[src/rtl/intc_pkg.sv]
package intc_pkg;
  localparam int unsigned NUM_SRC  = 32;
  localparam int unsigned SRC_BITS = 4;
  localparam int unsigned ADDR_W   = 8;
  localparam int unsigned DATA_W   = 32;

  localparam logic [ADDR_W-1:0] OFS_IRQ_PEND = 8'h00;
  localparam logic [ADDR_W-1:0] OFS_STEER    = 8'h04;
  localparam logic [ADDR_W-1:0] OFS_ENABLE   = 8'h08;
  localparam logic [ADDR_W-1:0] OFS_FIQ_PEND = 8'h10;
endpackage

[src/rtl/intc_src_bank.sv]
module intc_src_bank #(
  parameter int unsigned SRC_BITS = 4
) (
  input  logic                clk_i,
  input  logic                rst_ni,
  input  logic [SRC_BITS-1:0] set_i,
  input  logic [SRC_BITS-1:0] clr_i,
  output logic [SRC_BITS-1:0] stat_o,
  output logic                req_o
);
  logic [SRC_BITS-1:0] stat_q;

  // set has priority over a same-cycle clear
  always_ff @(posedge clk_i or negedge rst_ni) begin
    if (!rst_ni) stat_q <= '0;
    else         stat_q <= set_i | (stat_q & ~clr_i);
  end

  assign stat_o = stat_q;
  assign req_o  = |stat_q;

  for (genvar b = 0; b < SRC_BITS; b++) begin : g_chk
    AST_SET_WINS: assert property (@(posedge clk_i) disable iff (!rst_ni)
      set_i[b] |=> stat_q[b]);
    AST_ZERO_KEEPS: assert property (@(posedge clk_i) disable iff (!rst_ni)
      (!set_i[b] && !clr_i[b]) |=> $stable(stat_q[b]));
  end
endmodule

[src/rtl/intc_route.sv]
module intc_route #(
  parameter int unsigned NUM_SRC = 32
) (
  input  logic [NUM_SRC-1:0] req_i,
  input  logic [NUM_SRC-1:0] enable_i,
  input  logic [NUM_SRC-1:0] steer_i,
  output logic [NUM_SRC-1:0] irq_pend_o,
  output logic [NUM_SRC-1:0] fiq_pend_o
);
  logic [NUM_SRC-1:0] live;

  assign live       = req_i & enable_i;
  assign irq_pend_o = live & ~steer_i;
  assign fiq_pend_o = live &  steer_i;
endmodule

[src/rtl/intc_regs.sv]
module intc_regs
  import intc_pkg::*;
#(
  parameter int unsigned N_SRC  = NUM_SRC,
  parameter int unsigned S_BITS = SRC_BITS,
  parameter int unsigned A_W    = ADDR_W,
  parameter int unsigned D_W    = DATA_W
) (
  input  logic                      clk_i,
  input  logic                      rst_ni,
  input  logic                      we_i,
  input  logic [A_W-1:0]            addr_i,
  input  logic [D_W-1:0]            wdata_i,
  output logic [D_W-1:0]            rdata_o,
  input  logic [N_SRC*S_BITS-1:0]   stat_i,
  input  logic [N_SRC-1:0]          irq_pend_i,
  input  logic [N_SRC-1:0]          fiq_pend_i,
  output logic [N_SRC-1:0]          steer_o,
  output logic [N_SRC-1:0]          enable_o,
  output logic [N_SRC*S_BITS-1:0]   clr_o
);
  localparam int unsigned IDX_W = $clog2(N_SRC);

  logic             bank_hit;
  logic [IDX_W-1:0] bank_idx;
  logic [N_SRC-1:0] steer_q, enable_q;

  // bank window: top address bit set, word aligned
  assign bank_hit = addr_i[A_W-1] && (addr_i[1:0] == 2'b00);
  assign bank_idx = addr_i[2 +: IDX_W];

  always_ff @(posedge clk_i or negedge rst_ni) begin
    if (!rst_ni) begin
      steer_q  <= '0;
      enable_q <= '0;
    end else if (we_i) begin
      if (addr_i == OFS_STEER)  steer_q  <= wdata_i[N_SRC-1:0];
      if (addr_i == OFS_ENABLE) enable_q <= wdata_i[N_SRC-1:0];
    end
  end

  for (genvar n = 0; n < N_SRC; n++) begin : g_clr
    assign clr_o[n*S_BITS +: S_BITS] =
      (we_i && bank_hit && bank_idx == IDX_W'(n)) ? wdata_i[S_BITS-1:0] : '0;
  end

  always_comb begin
    rdata_o = '0;
    if (bank_hit)
      rdata_o[S_BITS-1:0] = stat_i[bank_idx*S_BITS +: S_BITS];
    else begin
      unique case (addr_i)
        OFS_IRQ_PEND: rdata_o[N_SRC-1:0] = irq_pend_i;
        OFS_FIQ_PEND: rdata_o[N_SRC-1:0] = fiq_pend_i;
        OFS_STEER:    rdata_o[N_SRC-1:0] = steer_q;
        OFS_ENABLE:   rdata_o[N_SRC-1:0] = enable_q;
        default:      rdata_o = '0;
      endcase
    end
  end

  assign steer_o  = steer_q;
  assign enable_o = enable_q;

  AST_RO_VIEWS: assert property (@(posedge clk_i) disable iff (!rst_ni)
    (we_i && (addr_i == OFS_IRQ_PEND || addr_i == OFS_FIQ_PEND))
      |=> ($stable(steer_q) && $stable(enable_q)));
  AST_STEER_WR: assert property (@(posedge clk_i) disable iff (!rst_ni)
    (we_i && addr_i == OFS_STEER) |=> steer_q == $past(wdata_i[N_SRC-1:0]));
endmodule

[src/rtl/intc_pending_top.sv]
module intc_pending_top
  import intc_pkg::*;
(
  input  logic                         clk_i,
  input  logic                         rst_ni,
  input  logic                         we_i,
  input  logic [ADDR_W-1:0]            addr_i,
  input  logic [DATA_W-1:0]            wdata_i,
  output logic [DATA_W-1:0]            rdata_o,
  input  logic [NUM_SRC*SRC_BITS-1:0]  src_set_i,
  output logic                         irq_o,
  output logic                         fiq_o
);
  logic [NUM_SRC*SRC_BITS-1:0] stat, clr;
  logic [NUM_SRC-1:0]          req, steer, enable, irq_pend, fiq_pend;
  logic                        irq_q, fiq_q;

  for (genvar n = 0; n < NUM_SRC; n++) begin : g_src
    intc_src_bank #(.SRC_BITS(SRC_BITS)) u_bank (
      .clk_i  (clk_i),
      .rst_ni (rst_ni),
      .set_i  (src_set_i[n*SRC_BITS +: SRC_BITS]),
      .clr_i  (clr[n*SRC_BITS +: SRC_BITS]),
      .stat_o (stat[n*SRC_BITS +: SRC_BITS]),
      .req_o  (req[n])
    );
  end

  intc_route #(.NUM_SRC(NUM_SRC)) u_route (
    .req_i      (req),
    .enable_i   (enable),
    .steer_i    (steer),
    .irq_pend_o (irq_pend),
    .fiq_pend_o (fiq_pend)
  );

  intc_regs u_regs (
    .clk_i      (clk_i),
    .rst_ni     (rst_ni),
    .we_i       (we_i),
    .addr_i     (addr_i),
    .wdata_i    (wdata_i),
    .rdata_o    (rdata_o),
    .stat_i     (stat),
    .irq_pend_i (irq_pend),
    .fiq_pend_i (fiq_pend),
    .steer_o    (steer),
    .enable_o   (enable),
    .clr_o      (clr)
  );

  always_ff @(posedge clk_i or negedge rst_ni) begin
    if (!rst_ni) begin
      irq_q <= 1'b0;
      fiq_q <= 1'b0;
    end else begin
      irq_q <= |irq_pend;
      fiq_q <= |fiq_pend;
    end
  end

  assign irq_o = irq_q;
  assign fiq_o = fiq_q;

  AST_IRQ_LEVEL: assert property (@(posedge clk_i) disable iff (!rst_ni)
    (|irq_pend) |=> irq_o);
  AST_FIQ_LEVEL: assert property (@(posedge clk_i) disable iff (!rst_ni)
    !(|fiq_pend) |=> !fiq_o);
  AST_MASK_GATES: assert property (@(posedge clk_i) disable iff (!rst_ni)
    ((irq_pend | fiq_pend) & ~enable) == '0);
  AST_CLASS_SPLIT: assert property (@(posedge clk_i) disable iff (!rst_ni)
    (fiq_pend & ~steer) == '0);
endmodule

[config.mk]
export PLATFORM = sky130hd
export DESIGN_NAME = intc_pending_top
export DESIGN_NICKNAME = d
export VERILOG_FILES = /design/src/rtl/intc_pkg.sv /design/src/rtl/intc_src_bank.sv /design/src/rtl/intc_route.sv /design/src/rtl/intc_regs.sv /design/src/rtl/intc_pending_top.sv
export SDC_FILE = /design/constraint.sdc
export NUM_CORES = 1
export LEC_CHECK = 0
export BUFFER_PORTS_ARGS = -buffer_cell sky130_fd_sc_hd__buf_2
export CAP_MARGIN = 40
export CORE_MARGIN = 4
export CORE_UTILIZATION = 56
export CTS_CLUSTER_SIZE = 28
export DETAILED_ROUTE_END_ITERATION = 8
export HOLD_SLACK_MARGIN = 0.02
export PLACE_DENSITY = 0.81
export SYNTH_ARGS = -nofsm -noshare
export SYNTH_HDL_FRONTEND = slang
export SYNTH_SLANG_ARGS = --single-unit
[constraint.sdc]
create_clock -name clk_i -period 3.4 [get_ports clk_i]
set_input_delay 0.68 -clock clk_i [delete_from_list [all_inputs] [get_ports clk_i]]
set_output_delay 0.68 -clock clk_i [all_outputs]
set_load 0.01 [all_outputs]
# Yosys cells after proc, flatten, opt, wreduce, memory -nomap -nowiden
# Index checks and enable logic that the tools add are counted.
dict set report word_totals {
  reg_bits 194
  in_bits 171
  output_inout_bits 34
  word_cells 279
}
dict set report op_classes {
  eq_ne 34
  n_shift 1
  muxes 35
  n_bitwise 100
  reduce_logical 73
}
# cell n
set ops {}
lappend ops {{$mux W4} 33}
lappend ops {{$and A4 B4 Y4} 32}
lappend ops {{$not A4 Y4} 32}
lappend ops {{$or A4 B4 Y4} 32}
lappend ops {{$pmux W32 S4} 1}
lappend ops {{$reduce_or A4 Y1} 32}
lappend ops {{$shiftx A128 B8 Y4} 1}
lappend ops {{$and A32 B32 Y32} 3}
lappend ops {{$eq A5 B5 Y1 const B} 16}
lappend ops {{$reduce_or A32 Y1} 2}
lappend ops {{$eq A5 B4 Y1 const B} 8}
lappend ops {{$logic_and A1 B1 Y1} 34}
lappend ops {{$not A32 Y32} 1}
lappend ops {{$mux W28} 1}
lappend ops {{$eq A5 B3 Y1 const B} 4}
lappend ops {{$eq A5 B2 Y1 const B} 2}
lappend ops {{$eq A8 B3 Y1 const B} 1}
lappend ops {{$eq A8 B4 Y1 const B} 1}
lappend ops {{$eq A8 B5 Y1 const B} 1}
lappend ops {{$logic_not A8 Y1} 1}
lappend ops {{$eq A5 B1 Y1 const B} 1}
lappend ops {{$logic_not A5 Y1} 1}
lappend ops {{$reduce_and A2 Y1} 2}
lappend ops {{$logic_not A2 Y1} 1}

# Longest topological paths before layout
dict set report depth {
  ltp_word 8
  depth_mapped 8
  depth_no_buf 5
}

# Cells and area by module
# A second synthesis with hierarchy kept.
dict set report unflattened {
  hier_cells 1069
  area_unflattened_um2 11405.9
}
# module instances cells_each area_per_inst_um2 seq_area_each_um2
set modules_own_cells {}
lappend modules_own_cells {intc_regs 1 565 5760.5 1601.5}
lappend modules_own_cells {intc_src_bank 32 13 153.9 100.1}
lappend modules_own_cells {intc_route 1 64 520.5 0.0}
lappend modules_own_cells {intc_pending_top 1 24 200.2 50.0}

# Least setup slack after synthesis
# OpenSTA, ideal clock, no wires.
dict set report synth_timing {
  path_kind {in2out}
  from {input addr_i[2]}
  to {output rdata_o[0]}
  arrival_ns 2.188
  required_time_ns 2.720
  slack_ns 0.532
  cell_stages 6
  n_path_buf 2
  cell_sequence {buf_4 buf_6 mux4_2 a22oi_1 nand4_1 a221o_1}
}
dict set report synth_via {
  elab_chain_cells 3
  word_cells_on_any_way 7
  classes_between {eq/ne (3); shift (1); mux (2); reduce/logical (1)}
}
# item line_no
set synth_lines {}
lappend synth_lines {{start, declared} intc_pending_top.sv:7} ;# input logic [ADDR_W-1:0] addr_i,
lappend synth_lines {{branches (longest 2 deep; another with $shiftx A128 B8 Y4)} -}
lappend synth_lines {{$mux W4 *} intc_regs.sv:49} ;# if (bank_hit)
lappend synth_lines {{end, declared} intc_pending_top.sv:9} ;# output logic [DATA_W-1:0] rdata_o,
# Mark *: on every way between the ends.

# Final worst setup path
dict set report layout_timing {
  from {input addr_i[6]}
  to {output rdata_o[16]}
}
dict set report layout_via {
  elab_chain_cells 3
  word_cells_on_any_way 6
  classes_between {eq/ne (3); mux (2); reduce/logical (1)}
}
# item line_no
set layout_lines {}
lappend layout_lines {{$eq A8 B4 Y1 (tied with other cells)} intc_regs.sv:52} ;# unique case (addr_i)
lappend layout_lines {{$pmux W32 S4 *} intc_regs.sv:52}
lappend layout_lines {{$mux W28 *} intc_regs.sv:49}
# Mark *: on every way between the ends. The rest lies on a longest branch, timed or not.

==> results.yml <==
yosys:
  synth_mux_area_share_pct: 15.1
  synth.area.top_cells: "dfrtp_1 (48%), a21o_1 (9.6%), mux2_2 (6.6%)"
  netlist.area_leader.share_pct: 48.5
  syn-instance-count: 912
  synth_top_family_by_area: "compound AO/OA/AOI/OAI gates"
  synth_fa_ha_area_share_pct: 0
  syn-cell-area_um2: 10000
  synth-compound-area-share_pct: 20.8
  syn_avg_cell_area_um2: 11.0
  ys_types: 45
  yosys_warnings: 0
  synth_xor_xnor_area_share_pct: 0
  synth-seq-cells: 194
  yosysSeqAreaShare_pct: 48.5
  synthSimpleGateAreaFrac_pct: 12.0
  syn_nets: 1083
  yosysTopAreaCell: "dfrtp_1"
worst_hold_path:
  hp-class: "in2async"
setup_path:
  cp_max_fo: 15
  path_class: "in2out"
  cp-end-kind: "primary output"
  cp_cell_sequence: "buf_2 > or4_4 > or3_4 > buf_4 > o21ai_0 > a221o_1 > buf_2"
  reg2reg_slack_ns: 0.84
  critPathSlowestCell: "or4_4"
  crit_family: "simple AND/OR/NAND/NOR gates"
  worst_setup_path_start_kind: "primary input"
  arrival_ns: 2.58
  required_ns: 2.72
  critical_path.max_stage_delay_ns: 0.58
  crit_top_cell: "buf_2"
  crit_buf_inv: 3
clock_network:
  cts-root-buf: "clkbuf_16"
  postCtsSetupBuffers: 0
  clock_latency_ns: 0.44
  cts_tree: "yes"
  h-tree-depth: 4
  cts-buffers-inserted: 17
  clkSinkCount: 194
  cts_hold_buf: 0
  clockBufferDepth: 2
  cts_resized: 0
  path_clk_slew_ns: 0.07
cells_and_area:
  area_growth_pct: 21.1
  layout.nets: 1306
  fillers: 1295
  utilization_pct: 69.6
  final_cell_mix: "buf_2 (203), dfrtp_1 (194), nand2_1 (139)"
  multi_input_area_um2: 4800
  drive_above_1_share_pct: 34.2
  final_common_cell: "buf_2"
  seqCellArea_um2: 4850
drt:
  ant_nets: 0
  wl_um: 34300
  wire_per_inst_um: 24.9
  first_pass_iters: 5
  viasPerCell: 6.61
  dr.first_iter.drc_count: 1025
  dr_total_vias: 9089
  remaining_drc_errors: 0
global_route:
  grt_pass1_vias: 9275
  grt_max_degree: 79
  grt_use_total_pct: 34.3
  grt_overflow_total: 0
  grt_pass1_wl_um: 52000
  antenna_found_initial: 2
pwr:
  p_leak_nw: 4.70
  peakVddDrop_v: 0.000777
  p_per_area_nw_per_um2: 410
sta:
  layout_min_cycle_time_ns: 3.26
  slew_violations: 0
  tns_ns: 0
  rsz0062_at_grt: "no"
  slew-limit-headroom_pct: 37.3
  fin_skew_ns: 0.0114
  finalHoldViolCount: 0
  worst_slew_pin_slew_ns: 0.928
  setup_viol: 0
  period_share_pct: 95.9
  fin_ws_ns: 0.141
  fmax_mhz: 307
floorplan:
  fp.dieW_um: 142
  die_area_um2: 20100
  start_util_pct: 57.5
  die_h_um: 142
  core-area_um2: 17400
  io_pins: 205
  num_rows: 48
placement:
  hpwl_um: 25000
  port_buffers: 204
  post-place-ws_ns: 0.166
  gp_congestion: 1.06
job:
  timing.max_cap.violations: 0
outcome:
  outcome: "finished clean"
## layer usage
layer | global-route usage [%] | routed length [um] | vias to the layer above
met1 | 44.3 | 12700 | 4501
met4 | 16.1 | 1590 | 2
met2 | 54.4 | 15900 | 598
li1 | - | - | 3852
met5 | 0 | 13 | -
met3 | 9.07 | 3970 | 136
## layout make-up
type                            count  share of cell area (%)
Multi-Input combinational cell    636                    39.6
Sequential cell                   194                    40.0
Clock buffer                       18                    3.54
Timing Repair Buffer              256                    12.2
Inverter                           30                   0.928
Clock inverter                     14                    1.40
Tap cell                          225                    2.32
Antenna cell                        1                  0.0206
## report_power, final
group          internal [mW]  switching [mW]
combinational          0.204           0.283
clock                   1.11           0.960
sequential              2.35          0.0606
total                   3.66            1.30
## state kept, by name, summed over array words and instances, names as in the netlist
| signal | count |
|---|---|
| g_src.u_bank.stat_o | 128 |
| u_regs.enable_o | 32 |
| irq_o | 1 |
| fiq_o | 1 |
| u_regs.steer_o | 32 |
## worst register-to-register path, delay by kind of cell (launching register included)
| family | cells | cell delay [ns] |
|---|---|---|
| AND/OR/NAND/NOR | 3 | 1.01 |
| AO/OA/AOI/OAI | 2 | 0.97 |
| flip-flops | 1 | 0.43 |
## per-stage QoR
stage / area [um^2] / instances / power [mW] / hold WS (ns)
2_1_floorplan: 10000 / 912 / 2.62 / 0.384
3_3_place_gp: 11500 / 1341 / 2.92 / 0.486
3_5_place_dp: 11500 / 1341 / 2.93 / 0.499
4_1_cts: 12100 / 1373 / 4.96 / 0.299
5_1_grt: 12100 / 1374 / 5.11 / 0.322
6_report: 12100 / 1374 / 4.97 / 0.276
## path summary, 6_finish.rpt
path                                            start                    endpoint  cells past startpoint
max in group asynchronous                      rst_ni  g_src[25].u_bank.stat_o[0]                      2
max reg2reg                g_src[23].u_bank.stat_o[0]                       fiq_o                      5
min                                            rst_ni  g_src[12].u_bank.stat_o[0]                      1
min in group clk_i                      src_set_i[56]  g_src[14].u_bank.stat_o[0]                      2
max                                         addr_i[6]                 rdata_o[16]                      7
min reg2reg                g_src[17].u_bank.stat_o[1]  g_src[17].u_bank.stat_o[1]                      1
## cells in the mapped netlist, drive strengths merged
library cell / number
a211oi: 1
a21o: 129
a21oi: 4
a221o: 30
a221oi: 1
a22oi: 9
and3: 1
and4bb: 1
buf: 25
clkbuf: 27
dfrtp: 194
inv: 30
mux2: 65
mux2i: 10
mux4: 30
nand2: 139
nand2b: 10
nand3: 6
nand3b: 1
nand4: 7
nor2: 23
nor2b: 6
nor3: 54
nor4: 9
o21ai: 35
o221ai: 2
o22a: 2
o22ai: 24
o41a: 2
o41ai: 30
or2: 2
or3: 1
or4: 2
## cells by family after synthesis
logic type             after synthesis
AOI/OAI and AO/OA                  269
muxes                              105
and+or+nand+nor                    262
buffers and inverters               82
DFF                                194
(Power assumes the default switching activity.)
